File: src/rtl/gpio_mask_pkg.sv
package gpio_mask_pkg;

    localparam int GPIO_PINS  = 8;
    localparam int GPIO_ADDR  = 12;
    localparam int GPIO_BUS_W = 32;
    localparam int SYNC_DEPTH = 2;

    typedef enum logic [1:0] {
        RG_NONE = 2'd0,
        RG_DATA = 2'd1,
        RG_DIR  = 2'd2,
        RG_ID   = 2'd3
    } region_e;

    typedef struct packed {
        logic    rd;
        logic    wr;
        region_e region;
        logic [2:0] id_idx;
    } bus_op_t;

    function automatic logic [7:0] id_byte(input logic [2:0] idx);
        logic [7:0] b;
        case (idx)
            3'd0:    b = 8'h61;
            3'd1:    b = 8'h10;
            3'd2:    b = 8'h04;
            3'd3:    b = 8'h00;
            3'd4:    b = 8'h0D;
            3'd5:    b = 8'hF0;
            3'd6:    b = 8'h05;
            default: b = 8'hB1;
        endcase
        return b;
    endfunction

endpackage

File: src/rtl/gpio_addr_dec.sv
module gpio_addr_dec
    import gpio_mask_pkg::*;
#(
    parameter int N_PINS = GPIO_PINS,
    parameter int ADDR_W = GPIO_ADDR
) (
    input  logic              psel,
    input  logic              penable,
    input  logic              pwrite,
    input  logic [ADDR_W-1:0] paddr,
    output bus_op_t           op,
    output logic [N_PINS-1:0] mask
);
    localparam int WORD_W = ADDR_W - 2;
    localparam logic [WORD_W-1:0] DIR_WORD = WORD_W'(1) << N_PINS;

    logic [WORD_W-1:0] word;
    logic              access;
    logic              unused_lsb;

    assign word       = paddr[ADDR_W-1:2];
    assign unused_lsb = ^paddr[1:0];
    assign access     = psel & penable;
    assign mask       = word[N_PINS-1:0];

    always_comb begin
        op        = '0;
        op.rd     = access & ~pwrite;
        op.wr     = access & pwrite;
        op.id_idx = word[2:0];
        if (word[WORD_W-1:N_PINS] == '0)
            op.region = RG_DATA;
        else if (word == DIR_WORD)
            op.region = RG_DIR;
        else if (&word[WORD_W-1:3])
            op.region = RG_ID;
        else
            op.region = RG_NONE;
    end

endmodule

File: src/rtl/gpio_in_sync.sv
module gpio_in_sync #(
    parameter int N_PINS = 8,
    parameter int STAGES = 2
) (
    input  logic              clk,
    input  logic              rst,
    input  logic [N_PINS-1:0] d,
    output logic [N_PINS-1:0] q
);
    for (genvar i = 0; i < N_PINS; i++) begin : g_pin
        logic [STAGES-1:0] sh;
        always_ff @(posedge clk) begin
            if (rst)
                sh <= '0;
            else
                sh <= {sh[STAGES-2:0], d[i]};
        end
        assign q[i] = sh[STAGES-1];
    end

endmodule

File: src/rtl/gpio_port_regs.sv
module gpio_port_regs
    import gpio_mask_pkg::*;
#(
    parameter int N_PINS = GPIO_PINS
) (
    input  logic              clk,
    input  logic              rst,
    input  bus_op_t           op,
    input  logic [N_PINS-1:0] mask,
    input  logic [N_PINS-1:0] wdata,
    output logic [N_PINS-1:0] data_q,
    output logic [N_PINS-1:0] dir_q
);
    logic unused_op;
    assign unused_op = op.rd ^ (^op.id_idx);

    always_ff @(posedge clk) begin
        if (rst) begin
            data_q <= '0;
            dir_q  <= '0;
        end else if (op.wr) begin
            case (op.region)
                RG_DATA: data_q <= (data_q & ~mask) | (wdata & mask);
                RG_DIR:  dir_q  <= wdata;
                default: ;
            endcase
        end
    end

endmodule

File: src/rtl/gpio_read_mux.sv
module gpio_read_mux
    import gpio_mask_pkg::*;
#(
    parameter int N_PINS = GPIO_PINS,
    parameter int BUS_W  = GPIO_BUS_W
) (
    input  bus_op_t           op,
    input  logic [N_PINS-1:0] mask,
    input  logic [N_PINS-1:0] data_q,
    input  logic [N_PINS-1:0] dir_q,
    input  logic [N_PINS-1:0] pin_sync,
    output logic [BUS_W-1:0]  prdata
);
    logic [N_PINS-1:0] pin_view;
    logic              unused_wr;
    assign unused_wr = op.wr;

    for (genvar i = 0; i < N_PINS; i++) begin : g_view
        assign pin_view[i] = dir_q[i] ? data_q[i] : pin_sync[i];
    end

    always_comb begin
        prdata = '0;
        if (op.rd) begin
            case (op.region)
                RG_DATA: prdata[N_PINS-1:0] = pin_view & mask;
                RG_DIR:  prdata[N_PINS-1:0] = dir_q;
                RG_ID:   prdata[7:0]        = id_byte(op.id_idx);
                default: prdata = '0;
            endcase
        end
    end

endmodule

File: src/rtl/gpio_mask_port.sv
module gpio_mask_port
    import gpio_mask_pkg::*;
#(
    parameter int N_PINS = GPIO_PINS,
    parameter int ADDR_W = GPIO_ADDR,
    parameter int BUS_W  = GPIO_BUS_W
) (
    input  logic              clk,
    input  logic              rst,
    input  logic              psel,
    input  logic              penable,
    input  logic              pwrite,
    input  logic [ADDR_W-1:0] paddr,
    input  logic [BUS_W-1:0]  pwdata,
    output logic [BUS_W-1:0]  prdata,
    output logic              pready,
    input  logic [N_PINS-1:0] pin_in,
    output logic [N_PINS-1:0] pin_out,
    output logic [N_PINS-1:0] pin_oe
);
    bus_op_t           op;
    logic [N_PINS-1:0] mask;
    logic [N_PINS-1:0] data_q;
    logic [N_PINS-1:0] dir_q;
    logic [N_PINS-1:0] pin_sync;
    logic              unused_wdata;

    assign unused_wdata = ^pwdata[BUS_W-1:N_PINS];

    gpio_addr_dec #(.N_PINS(N_PINS), .ADDR_W(ADDR_W)) u_dec (
        .psel    (psel),
        .penable (penable),
        .pwrite  (pwrite),
        .paddr   (paddr),
        .op      (op),
        .mask    (mask)
    );

    gpio_in_sync #(.N_PINS(N_PINS), .STAGES(SYNC_DEPTH)) u_sync (
        .clk (clk),
        .rst (rst),
        .d   (pin_in),
        .q   (pin_sync)
    );

    gpio_port_regs #(.N_PINS(N_PINS)) u_regs (
        .clk    (clk),
        .rst    (rst),
        .op     (op),
        .mask   (mask),
        .wdata  (pwdata[N_PINS-1:0]),
        .data_q (data_q),
        .dir_q  (dir_q)
    );

    gpio_read_mux #(.N_PINS(N_PINS), .BUS_W(BUS_W)) u_rmux (
        .op       (op),
        .mask     (mask),
        .data_q   (data_q),
        .dir_q    (dir_q),
        .pin_sync (pin_sync),
        .prdata   (prdata)
    );

    assign pready  = 1'b1;
    assign pin_out = data_q;
    assign pin_oe  = dir_q;

endmodule

File: config.mk
export PLATFORM = sky130hd
export DESIGN_NAME = gpio_mask_port
export DESIGN_NICKNAME = d
export VERILOG_FILES = /design/src/rtl/gpio_mask_pkg.sv /design/src/rtl/gpio_addr_dec.sv /design/src/rtl/gpio_in_sync.sv /design/src/rtl/gpio_port_regs.sv /design/src/rtl/gpio_read_mux.sv /design/src/rtl/gpio_mask_port.sv
export SDC_FILE = /design/constraint.sdc
export NUM_CORES = 1
export LEC_CHECK = 0
export BUFFER_PORTS_ARGS = -buffer_cell sky130_fd_sc_hd__buf_2
export CORE_AREA = 3 3 67 69
export CTS_CLUSTER_DIAMETER = 150
export DETAILED_ROUTE_END_ITERATION = 8
export DIE_AREA = 0 0 70 72
export PLACE_DENSITY_LB_ADDON = 0.05
export SLEW_MARGIN = 25
export SYNTH_ARGS = -nofsm -noshare
export SYNTH_HDL_FRONTEND = slang
export SYNTH_SLANG_ARGS = --single-unit
File: constraint.sdc
create_clock -name clk -period 2.2 [get_ports clk]
set_clock_uncertainty 0.2 [all_clocks]
set_input_delay 0.11 -clock clk [delete_from_list [all_inputs] [get_ports clk]]
set_output_delay 0.11 -clock clk [all_outputs]
set_load 0.005 [all_outputs]
==> metrics.md, run 1 <==
| Metric | Value |
|---|---|
| Status | `finished, final reports clean` |
| Largest family of logic cells by synthesized area | `simple AND/OR/NAND/NOR gates` |
| Vias in the first global route | `1408` |
| Slew margin rel. | `0.517` |
| Post-synthesis cell area | `1650 µm²` |
| Total power | `between 1 and 1.5 mW` |
| Cell mode on critical path | `buf_2` |
| Port Buffer Count | `54` |
| Tightest Pin Transition | `0.722 ns` |
| Largest net degree at the start of global routing | `33` |
| Multiplexer area fraction after synthesis | `0.0966` |
| Detailed Place HPWL | `2750 µm` |
| Clock Tree Root | `clkbuf_8` |
| Worst-Skew Late Latency | `0.28 ns` |
| DR pass1 iterations | `4` |
| Critical path startpoint category | `input pin` |
| CP Data Required Time | `1.89 ns` |
| CP arrival | `1.71 ns` |
| Nets@finish | `323` |
| CP max FO | `8` |
| Simple-gate portion of the synthesized area | `0.261` |
| Critical path endpoint category | `primary output` |
| Final setup fails | `0` |
| Post-DP Area | `approximately 1900 µm²` |
| CTS tree | `built` |
| Number of CTS-inserted buffers | `5` |
| Max Root-Sink Buffers | `2` |
| Hold WS | `0.0193 ns` |
| CP max stage cell | `or4_4` |
| GP Congestion | `~0.73` |
| Share of cells above drive strength 1 | `0.303` |
| Worst Setup Path Type | `input pin to primary output` |
| Hold path depth | `4` |
| Xor/xnor share of the synthesized area | `0` |
| Initial Util | `0.414` |
| First-pass GRT wire length | `6470 µm` |
| Fillers | `386` |
| H-tree depth | `2` |
| Post-route ant nets | `0` |
| Critical R2R Launch | `u_regs.dir_q[3]` |
| Critical Path Max Stage Delay | `around 0.56 ns` |
| Minimum clock period | `2.02 ns` |
| Initial DRC count | `50` |
| Clock Sinks | `32` |
| Setup TNS Final | `0 ns` |
| YS warnings | `0` |
| Fin. Hold Viols | `0` |
| Cells on worst reg2reg path | `2` |
| Wire length per cell | `12.4 µm` |
| DRC viols | `0` |
| Max-cap violations | `0` |
| Worst Hold Class | `input pin to flip-flop` |
| Post-synthesis cell type count | `28` |
| Mean post-synth cell area | `8.48 µm²` |
| DIE WIDTH | `70 µm` |
| Via/cell ratio | `roughly 4.7` |
| Synth-to-Final Area Change | `31.6%` |
| Ant diodes | `0` |
| Sequential share of the synthesized area | `0.389` |
| Final Instance Area | `2160 µm²` |
| Final wirelength | `3930 µm` |
| Ports | `106` |
| Worst R2R End | `u_regs.dir_q[3]` |
| Max Freq | `0.496 GHz` |
| Gr usage total | `0.160` |
| P_leak | `slightly above 1 nW` |
| Period utilization | `0.916` |
| Crit-path cells | `buf_2 > or4_4 > nor2_1 > o211ai_1 > a311oi_1 > buf_2` |
| Hold_sp | `paddr[8]` |
| Number of synthesized register bits | `32` |
| Remaining global-route overflow | `0` |
| Die Span Y | `72 µm` |
| Maximum VDD drop | `just under 0.4 mV` |
| Rows | `23` |
| Core area | `3970 µm²` |
| R2r setup slk | `1.36 ns` |
| Initial antenna violation count | `0` |
| Adder-Cell Fraction of Synth Area | `0` |
| Clk slew on worst S/H paths | `0.06 ns` |
| Final Slew Violations | `0` |
| Die area | `5040 µm²` |
| Synthesized instance count | `194` |
| Compound-Gate Fraction of Synth Area | `0.0966` |
| Pwr dens | `620 nW/µm²` |
| Via Count | `between 1500 and 2000` |
| Unrepaired setup endpoints after global routing | `false` |
-- layout by cell type (no fill, tap or decap), drive strengths merged, types with 3 or more instances in the layout --
| cell | netlist | final |
|---|---|---|
| a21oi | 15 | 15 |
| nor2 | 15 | 15 |
| a32oi | 5 | 5 |
| dfxtp | 32 | 32 |
| nor2b | 16 | 16 |
| nand2 | 17 | 17 |
| buf | 30 | 62 |
| nand3 | 23 | 23 |
| mux2i | 8 | 8 |
| dlygate4sd3 | 0 | 16 |
| mux2 | 7 | 7 |
| conb | 2 | 25 |
| clkbuf | 6 | 7 |
| a31oi | 3 | 3 |
-- Yosys cell counts --
master    instances  share of area
dfxtp_1          32           0.39
buf_4            27           0.12
nand3_1          23          0.070
nand2_1          17          0.039
nor2b_1          16          0.061
a21oi_1          15          0.046
nor2_1           15          0.034
mux2i_1           8          0.049
mux2_2            7          0.048
clkbuf_1          6          0.014
a32oi_1           5          0.027
a31oi_1           3          0.011
buf_2             2         0.0061
conb_1            2         0.0046
nand2b_1          2         0.0076
or4_4             2          0.014
a311oi_1          1         0.0053
and3_1            1         0.0038
buf_6             1         0.0068
inv_1             1         0.0023
nand4_1           1         0.0038
nor3_4            1         0.0099
o211ai_1          1         0.0046
o21ai_0           1         0.0030
or2_2             1         0.0038
or2b_1            1         0.0046
or3_1             1         0.0038
or4b_1            1         0.0061
-- metal layers --
layer,share of wire,global-route usage,vias up
met2,0.45,0.267,63
met5,0,0,-
li1,-,-,754
met4,0.0094,0.0574,0
met3,0.073,0.0402,5
met1,0.47,0.203,683
-- cell type report --
cell class / count / area (µm²) / area share
clock buffers: 7 / 96.3 / 0.0445
repair buffers: 78 / 490 / 0.227
flip-flops and latches: 32 / 641 / 0.296
clock inverters: 1 / 30.0 / 0.0139
inverters: 1 / 3.75 / 0.00173
well taps: 50 / 62.6 / 0.0289
multi-input cells: 148 / 841 / 0.388
-- worst max-delay path, delay by kind of cell --
kind / cells / cell delay [ns]
and+or+nand+nor: 2 / 0.67
AOI/OAI and AO/OA: 2 / 0.63
buffers and inverters: 2 / 0.30
-- logic make-up after synthesis --
group           Yosys count
simple gates             82
flops                    32
mux                      15
other cells               2
buf+inv                  37
compound gates           26
-- repair_timing --
| item | in CTS | in global routing |
|---|---|---|
| hold endpoints to repair | 24 | 0 |
| hold buffers | 16 | 0 |
| setup buffers | 0 | 0 |
| resized for setup | 0 | 0 |
-- power breakdown --
group	internal [mW]	leakage (nW)	switching [mW]	total, mW
clock	0.399	0.0645	0.210	0.610
combinational	0.0656	0.688	0.0683	0.134
sequential	0.594	0.261	0.00381	0.598
total	1.06	1.01	0.283	1.34
-- metrics by stage --
| stage | utilization | std cells | setup slack, ns |
|---|---|---|---|
| after global routing | 0.545 | 317 | 0.0953 |
| after floorplan | - | 217 | 0.322 |
| final | 0.545 | 317 | 0.184 |
| after detailed placement | 0.473 | 293 | 0.121 |
| after global placement | 0.473 | 293 | 0.121 |
| after CTS | 0.545 | 317 | 0.170 |
-- worst max path at each step --
stage,start,end,slack (ns),cells past startpoint
after floorplan,paddr[2],u_regs.dir_q[0],0.32,6
after global placement,paddr[6],u_regs.dir_q[1],0.12,5
after detailed placement,paddr[6],u_regs.dir_q[7],0.12,5
after CTS,paddr[6],prdata[1],0.17,6
after global routing,paddr[6],prdata[4],0.1,7
final,paddr[6],prdata[1],0.18,6
Power figures use the tool's default switching activity.
==> run 2: changes to the inputs <==
ABC_AREA = 1   (was unset)
CORE_AREA = 3 3 68 70   (was 3 3 67 69)
DIE_AREA = 0 0 71 73   (was 0 0 70 72)
==> run 2 against run 1 <==
Non-clock buffer count up 4; cell count is 26% higher; first-iteration DRC count is 52% higher; clock power shrank 24%; via count grew 16%; core utilization rose by 3.0 points; critical path type unchanged; highest routed layer unchanged.
==> metrics.md, run 2 <==
| Metric | Value |
|---|---|
| Status | `finished, final reports clean` |
| CP arrival | `1.67 ns (-0.04 ns)` |
| Clock Tree Root | `clkbuf_8` |
| Via Count | `1750 (+16%)` |
| Clk slew on worst S/H paths | `0.07 ns (about the same)` |
| Reg area | `641 µm² (unchanged)` |
| Ant diodes | `0 (unchanged)` |
| Sequential share of the synthesized area | `0.365 (-0.0242)` |
| Slew margin rel. | `0.589 (+0.0720)` |
| Compound-Gate Fraction of Synth Area | `0.0949 (-0.00171)` |
| CTS tree | `built` |
| Initial DRC count | `76 (+52%)` |
| Initial Util | `0.435 (+0.0211)` |
| CP Data Required Time | `1.89 ns (about the same)` |
| P_leak | `1.21 nW (+20%)` |
| Mean post-synth cell area | `6.59 µm² (-22%)` |
| YS warnings | `0 (unchanged)` |
| Via/cell ratio | `4.40 (-7.4%)` |
| Multiplexer area fraction after synthesis | `0 (-0.0966)` |
| Fillers | `408 (+5.7%)` |
| Final setup fails | `0 (unchanged)` |
| Vias in the first global route | `1516 (+7.7%)` |
| Setup TNS Final | `0 ns (unchanged)` |
| Post-route ant nets | `0 (unchanged)` |
| Placed insts | `364 (+24%)` |
| Commonest cells in the netlist | `51 x nand2_1, 41 x inv_1, 39 x nor2_1, 32 x dfxtp_1, 26 x buf_4` |
| Nets@finish | `404 (+25%)` |
| DIE WIDTH | `71 µm (+1.4%)` |
| DR pass1 iterations | `4 (unchanged)` |
| Largest net degree at the start of global routing | `20 (-39%)` |
| Main synth FF type | `dfxtp_1` |
| Die area | `5180 µm² (+2.8%)` |
| Post-synthesis cell area | `1750 µm² (+6.6%)` |
| Async S/R FF share, synth | `0 (unchanged)` |
| Ports | `106 (unchanged)` |
| Port Buffer Count | `54 (unchanged)` |
| Dpl ws | `0.601 ns (+0.480 ns)` |
| # resized after CTS | `0 (unchanged)` |
| Minimum clock period | `1.98 ns (-0.0386 ns)` |
| Gr usage total | `0.175 (+0.0151)` |
| Most common cell after layout, fill and taps aside | `buf_2` |
| CP max FO | `13 (+5)` |
| Post-synth EDFFs | `0 (unchanged)` |
| H-tree depth | `2 (unchanged)` |
| Unrepaired setup endpoints after global routing | `false` |
| Detailed Place HPWL | `3090 µm (+12%)` |
| Max-cap violations | `0 (unchanged)` |
| Most frequent cells in the layout | `54 x buf_2, 51 x nand2_1, 41 x inv_1` |
| Max Root-Sink Buffers | `2 (unchanged)` |
| Number of synthesized register bits | `32 (unchanged)` |
| Critical path endpoint category | `primary output` |
| Cell with the most instances after synthesis | `nand2_1` |
| Rows | `23 (unchanged)` |
| Worst-Skew Late Latency | `0.28 ns (about the same)` |
| Cell type with the largest total area after synthesis | `dfxtp_1` |
| Period utilization | `0.899 (-0.0175)` |
| Wire length per cell | `10.8 µm (-13%)` |
| Clock Sinks | `32 (unchanged)` |
| Largest cells by area after synthesis | `dfxtp_1 37%, buf_4 11%, nand2_1 11%, inv_1 8.8%, nor2_1 8.3%` |
| Synth-to-Final Area Change | `32.2%` |
| Worst Setup Path Type | `input pin to primary output` |
| GP Congestion | `0.905 (+24%)` |
| Worst Hold Class | `input pin to flip-flop` |
| First-pass GRT wire length | `7090 µm (+9.6%)` |
| Fin. Hold Viols | `0 (unchanged)` |
| Post-synthesis cell type count | `23 (-18%)` |
| Maximum VDD drop | `0.350 mV (-10%)` |
| Core area | `4030 µm² (+1.4%)` |
| R2r setup slk | `0.90 ns (-0.46 ns)` |
| Die Span Y | `73 µm (+1.4%)` |
| Remaining global-route overflow | `0 (unchanged)` |
| Pwr dens | `523 nW/µm² (-16%)` |
| Xor/xnor share of the synthesized area | `0 (unchanged)` |
| Area fraction of the dominant cell type after synthesis | `0.365 (-0.0242)` |
| Share of cells above drive strength 1 | `0.224 (-0.0792)` |
| Final Worst Setup Slack | `0.223 ns (+0.0386 ns)` |
| Final std cells w/o fill | `398 (+26%)` |
| Area of the multi-input gates | `801 µm² (-4.8%)` |
| Final Slew Violations | `0 (unchanged)` |
| Largest family of logic cells by synthesized area | `simple AND/OR/NAND/NOR gates` |
| Initial antenna violation count | `0 (unchanged)` |
| Final wirelength | `4280 µm (+8.9%)` |
| Max Freq | `0.506 GHz (+2.0%)` |
| Adder-Cell Fraction of Synth Area | `0 (unchanged)` |
| Critical path startpoint category | `input pin` |
| Synthesized instance count | `266 (+37%)` |
| Number of CTS-inserted buffers | `5 (unchanged)` |
| Total power | `1.21 mW (-9.6%)` |
| Tightest Pin Transition | `0.617 ns (-0.105 ns)` |
| Simple-gate portion of the synthesized area | `0.308 (+0.0473)` |
| DRC viols | `0 (unchanged)` |
-- run 2: cell type report --
type	instances	area share
Timing Repair Buffer	82	0.239
Inverter	45	0.0729
Clock buffer	6	0.0356
Tap cell	50	0.0270
Multi-Input combinational cell	181	0.345
Sequential cell	32	0.276
Clock inverter	2	0.00432
-- run 2: final timing paths --
check	startpoint	end	cells past startpoint
setup / recovery	paddr[7]	prdata[4]	11
hold / removal	rst	u_sync.g_pin[4].sh[1]	3
hold reg to reg	u_sync.g_pin[1].sh[0]	u_sync.g_pin[1].sh[1]	2
setup reg to reg	flip-flop	flip-flop	3
-- run 2: cells by family after synthesis --
logic type | Yosys count
simple gates | 124
buf+inv | 76
compound gates | 32
flops | 32
other cells | 2
-- run 2: metrics by stage --
| step | hold slack, ns | utilization | instance area (µm²) |
|---|---|---|---|
| 3_3_place_gp | 0.108 | 0.486 | 1960 |
| 2_1_floorplan | 0.0170 | - | 1840 |
| 4_1_cts | 0.0675 | 0.569 | 2290 |
| 3_5_place_dp | 0.117 | 0.486 | 1960 |
| 5_1_grt | 0.0943 | 0.575 | 2320 |
| 6_report | 0.0493 | 0.575 | 2320 |
-- run 2: per-layer routing --
metal | GRT usage | vias up | wire length, µm
met5 | 0 | - | 0
met4 | 0.0564 | 0 | 36
met3 | 0.0468 | 4 | 272
met2 | 0.288 | 51 | 1930
met1 | 0.225 | 765 | 2040
li1 | - | 930 | -
-- run 2: worst max-delay path, cell delays in order --
cell           delay, ns
dlygate4sd3_1       0.53
buf_2               0.16
nor2_1              0.10
nand2_1             0.10
nor2_4              0.13
buf_12              0.14
nand2_1             0.05
nand3_1             0.08
nand2_1             0.07
nor2_1              0.09
buf_2               0.11
-- run 2: what timing repair did --
action | in CTS | in global routing
buffers inserted | 0 | 2
hold endpoints to repair | 24 | 0
hold buffers | 24 | 0
endpoints found under the setup margin | 0 | 2
-- run 2: power breakdown --
group          internal [mW]  switching [mW]
clock network          0.249           0.214
logic                 0.0677          0.0832
registers              0.595         0.00400
total                  0.912           0.301
==> run 3: changes to the inputs <==
ABC_CLOCK_PERIOD_IN_PS = 2200   (was unset)
MAX_ROUTING_LAYER = met4   (was unset)
==> run 3 against run 2 <==
Worst setup slack worse by 0.031 ns; clock power up 2%; combinational power about the same.
==> metrics.md, run 3 (same netlist as run 2, synthesis figures left out) <==
| Metric | Value |
|---|---|
| Status | `finished, final reports clean` |
| Via Count | `1758 (+0.46%)` |
| Critical path startpoint category | `input pin` |
| Clk slew on worst S/H paths | `0.07 ns (about the same)` |
| Final Slew Violations | `0 (unchanged)` |
| Cell mode on critical path | `nor2_1` |
| Initial DRC count | `90 (+18%)` |
| Share of cells above drive strength 1 | `0.224 (unchanged)` |
| Post-route ant nets | `0 (unchanged)` |
| Metal-1 WL | `2000 µm (-1.8%)` |
| Met2 wire len | `1980 µm (+2.3%)` |
| Worst Setup Path Type | `input pin to primary output` |
| Largest net degree at the start of global routing | `20 (unchanged)` |
| Nets@finish | `404 (unchanged)` |
| Ports | `106 (unchanged)` |
| Pwr dens | `526 nW/µm² (+0.59%)` |
| Tightest Pin Transition | `0.619 ns (+0.00212 ns)` |
| H-tree depth | `2 (unchanged)` |
| Total power | `1.22 mW (+0.59%)` |
| Ant diodes | `0 (unchanged)` |
| WL met3 | `294 µm (+8.1%)` |
| Critical path endpoint category | `primary output` |
| DRC viols | `0 (unchanged)` |
| Worst-Skew Late Latency | `0.28 ns (about the same)` |
| Port Buffer Count | `54 (unchanged)` |
| Max Freq | `0.498 GHz (-1.5%)` |
| Most frequent cells in the layout | `54 x buf_2, 51 x nand2_1, 41 x inv_1` |
| Cells on worst reg2reg path | `3 (unchanged)` |
| Final Instance Area | `2320 µm² (unchanged)` |
| Worst Hold Class | `input pin to flip-flop` |
| CP max stage cell | `dlygate4sd3_1` |
| Clock Tree Root | `clkbuf_8` |
| Most common cell after layout, fill and taps aside | `buf_2` |
| Minimum clock period | `2.01 ns (+0.0310 ns)` |
| Period utilization | `0.913 (+0.0141)` |
| Remaining global-route overflow | `0 (unchanged)` |
| Final setup fails | `0 (unchanged)` |
| Max-cap violations | `0 (unchanged)` |
| Detailed Place HPWL | `3120 µm (+0.97%)` |
| Unrepaired setup endpoints after global routing | `false` |
| Die Span Y | `73 µm (unchanged)` |
| Slew margin rel. | `0.587 (-0.00141)` |
| Post-DP Area | `1960 µm² (unchanged)` |
| Crit-path cells | `dlygate4sd3_1 > buf_2 > nor2_1 > nand2_1 > nor2_4 > buf_12 > nand3_1 > nand2_1 > nor2_1 > nor2_1 > buf_2` |
| Synth-to-Final Area Change | `32.2% (unchanged)` |
| Fin. Hold Viols | `0 (unchanged)` |
| Via/cell ratio | `4.42 (+0.46%)` |
| P_leak | `1.21 nW (unchanged)` |
| DIE WIDTH | `71 µm (unchanged)` |
| Clock Sinks | `32 (unchanged)` |
| DR pass1 iterations | `4 (unchanged)` |
| Hold path depth | `3 (unchanged)` |
| Number of CTS-inserted buffers | `5 (unchanged)` |
| First-pass GRT wire length | `7110 µm (+0.20%)` |
| Vias in the first global route | `1552 (+2.4%)` |
| GP Congestion | `0.910 (+0.60%)` |
| Worst Path Buf+Inv | `4 (unchanged)` |
| Initial antenna violation count | `0 (unchanged)` |
| Wire length per cell | `10.9 µm (+1.7%)` |
| Final wirelength | `4350 µm (+1.7%)` |
| Max Root-Sink Buffers | `2 (unchanged)` |
| Uppermost routed layer | `met4` |
| CP arrival | `1.70 ns (+0.03 ns)` |
| Setup TNS Final | `0 ns (unchanged)` |
| Initial Util | `0.435 (unchanged)` |
| CP max FO | `13 (unchanged)` |
| CP Data Required Time | `1.89 ns (about the same)` |
| CTS tree | `built` |
| Critical path depth | `11 (unchanged)` |
| Die area | `5180 µm² (unchanged)` |
| Gr usage total | `0.183 (+0.00709)` |
| Critical Path Max Stage Delay | `0.53 ns (about the same)` |
| Rows | `23 (unchanged)` |
| Cell family with most CP delay | `buffers and inverters` |
| Core area | `4030 µm² (unchanged)` |
| Maximum VDD drop | `0.403 mV (+15%)` |
run 3: cell counts in the layout (fill, tap and decap cells not counted):
No cell type changed its count.
run 3: worst paths after layout:
| kind | startpoint | to | slack, ns |
|---|---|---|---|
| worst max-delay path | paddr[8] | prdata[6] | 0.19 |
| worst max register to register | flip-flop | flip-flop | 0.91 |
| worst min-delay path | rst | u_sync.g_pin[4].sh[0] | 0.05 |
| worst min register to register | u_sync.g_pin[1].sh[0] | u_sync.g_pin[1].sh[1] | 0.20 |
run 3: worst register-to-register path, delay by kind of cell, from the launching register on:
kind | cells | cell delay, ns
buf+inv | 2 | 0.61
flops | 1 | 0.31
compound gates | 1 | 0.06
run 3: timing repair:
item | in CTS | in global routing
buffers inserted | 0 | 2
endpoints found under the hold margin | 24 | 0
gates resized for setup | 0 | 0
endpoints found under the setup margin | 0 | 4
hold buffers | 24 | 0
run 3: final cells by class:
cell class	instances	area (µm²)
timing repair buffer	82	553
inverter	45	169
clock buffer	6	82.6
sequential	32	641
tap	50	62.6
multi-input combinational	181	801
fill	405	1710
clock inverter	2	10.0
run 3: stage by stage:
stage,hold WS [ns],worst slack [ns],utilization,std cells
2_1_floorplan,0.0170,1.05,-,289
3_3_place_gp,0.108,0.624,0.486,364
3_5_place_dp,0.118,0.607,0.486,364
4_1_cts,0.0599,0.0953,0.569,396
5_1_grt,0.0865,0.103,0.575,398
6_report,0.0462,0.192,0.575,398
run 3: metal layers:
metal  vias to the layer above  global-route usage
met5                         -                   -
met3                         8              0.0441
li1                        928                   -
met1                       763               0.215
met4                         0              0.0752
met2                        59               0.300
run 3: where the power goes:
group          leakage [nW]  internal (mW)  switching, mW
registers             0.261          0.595        0.00419
clock network        0.0510          0.249          0.221
logic                 0.899         0.0676         0.0834
total                  1.21          0.912          0.309
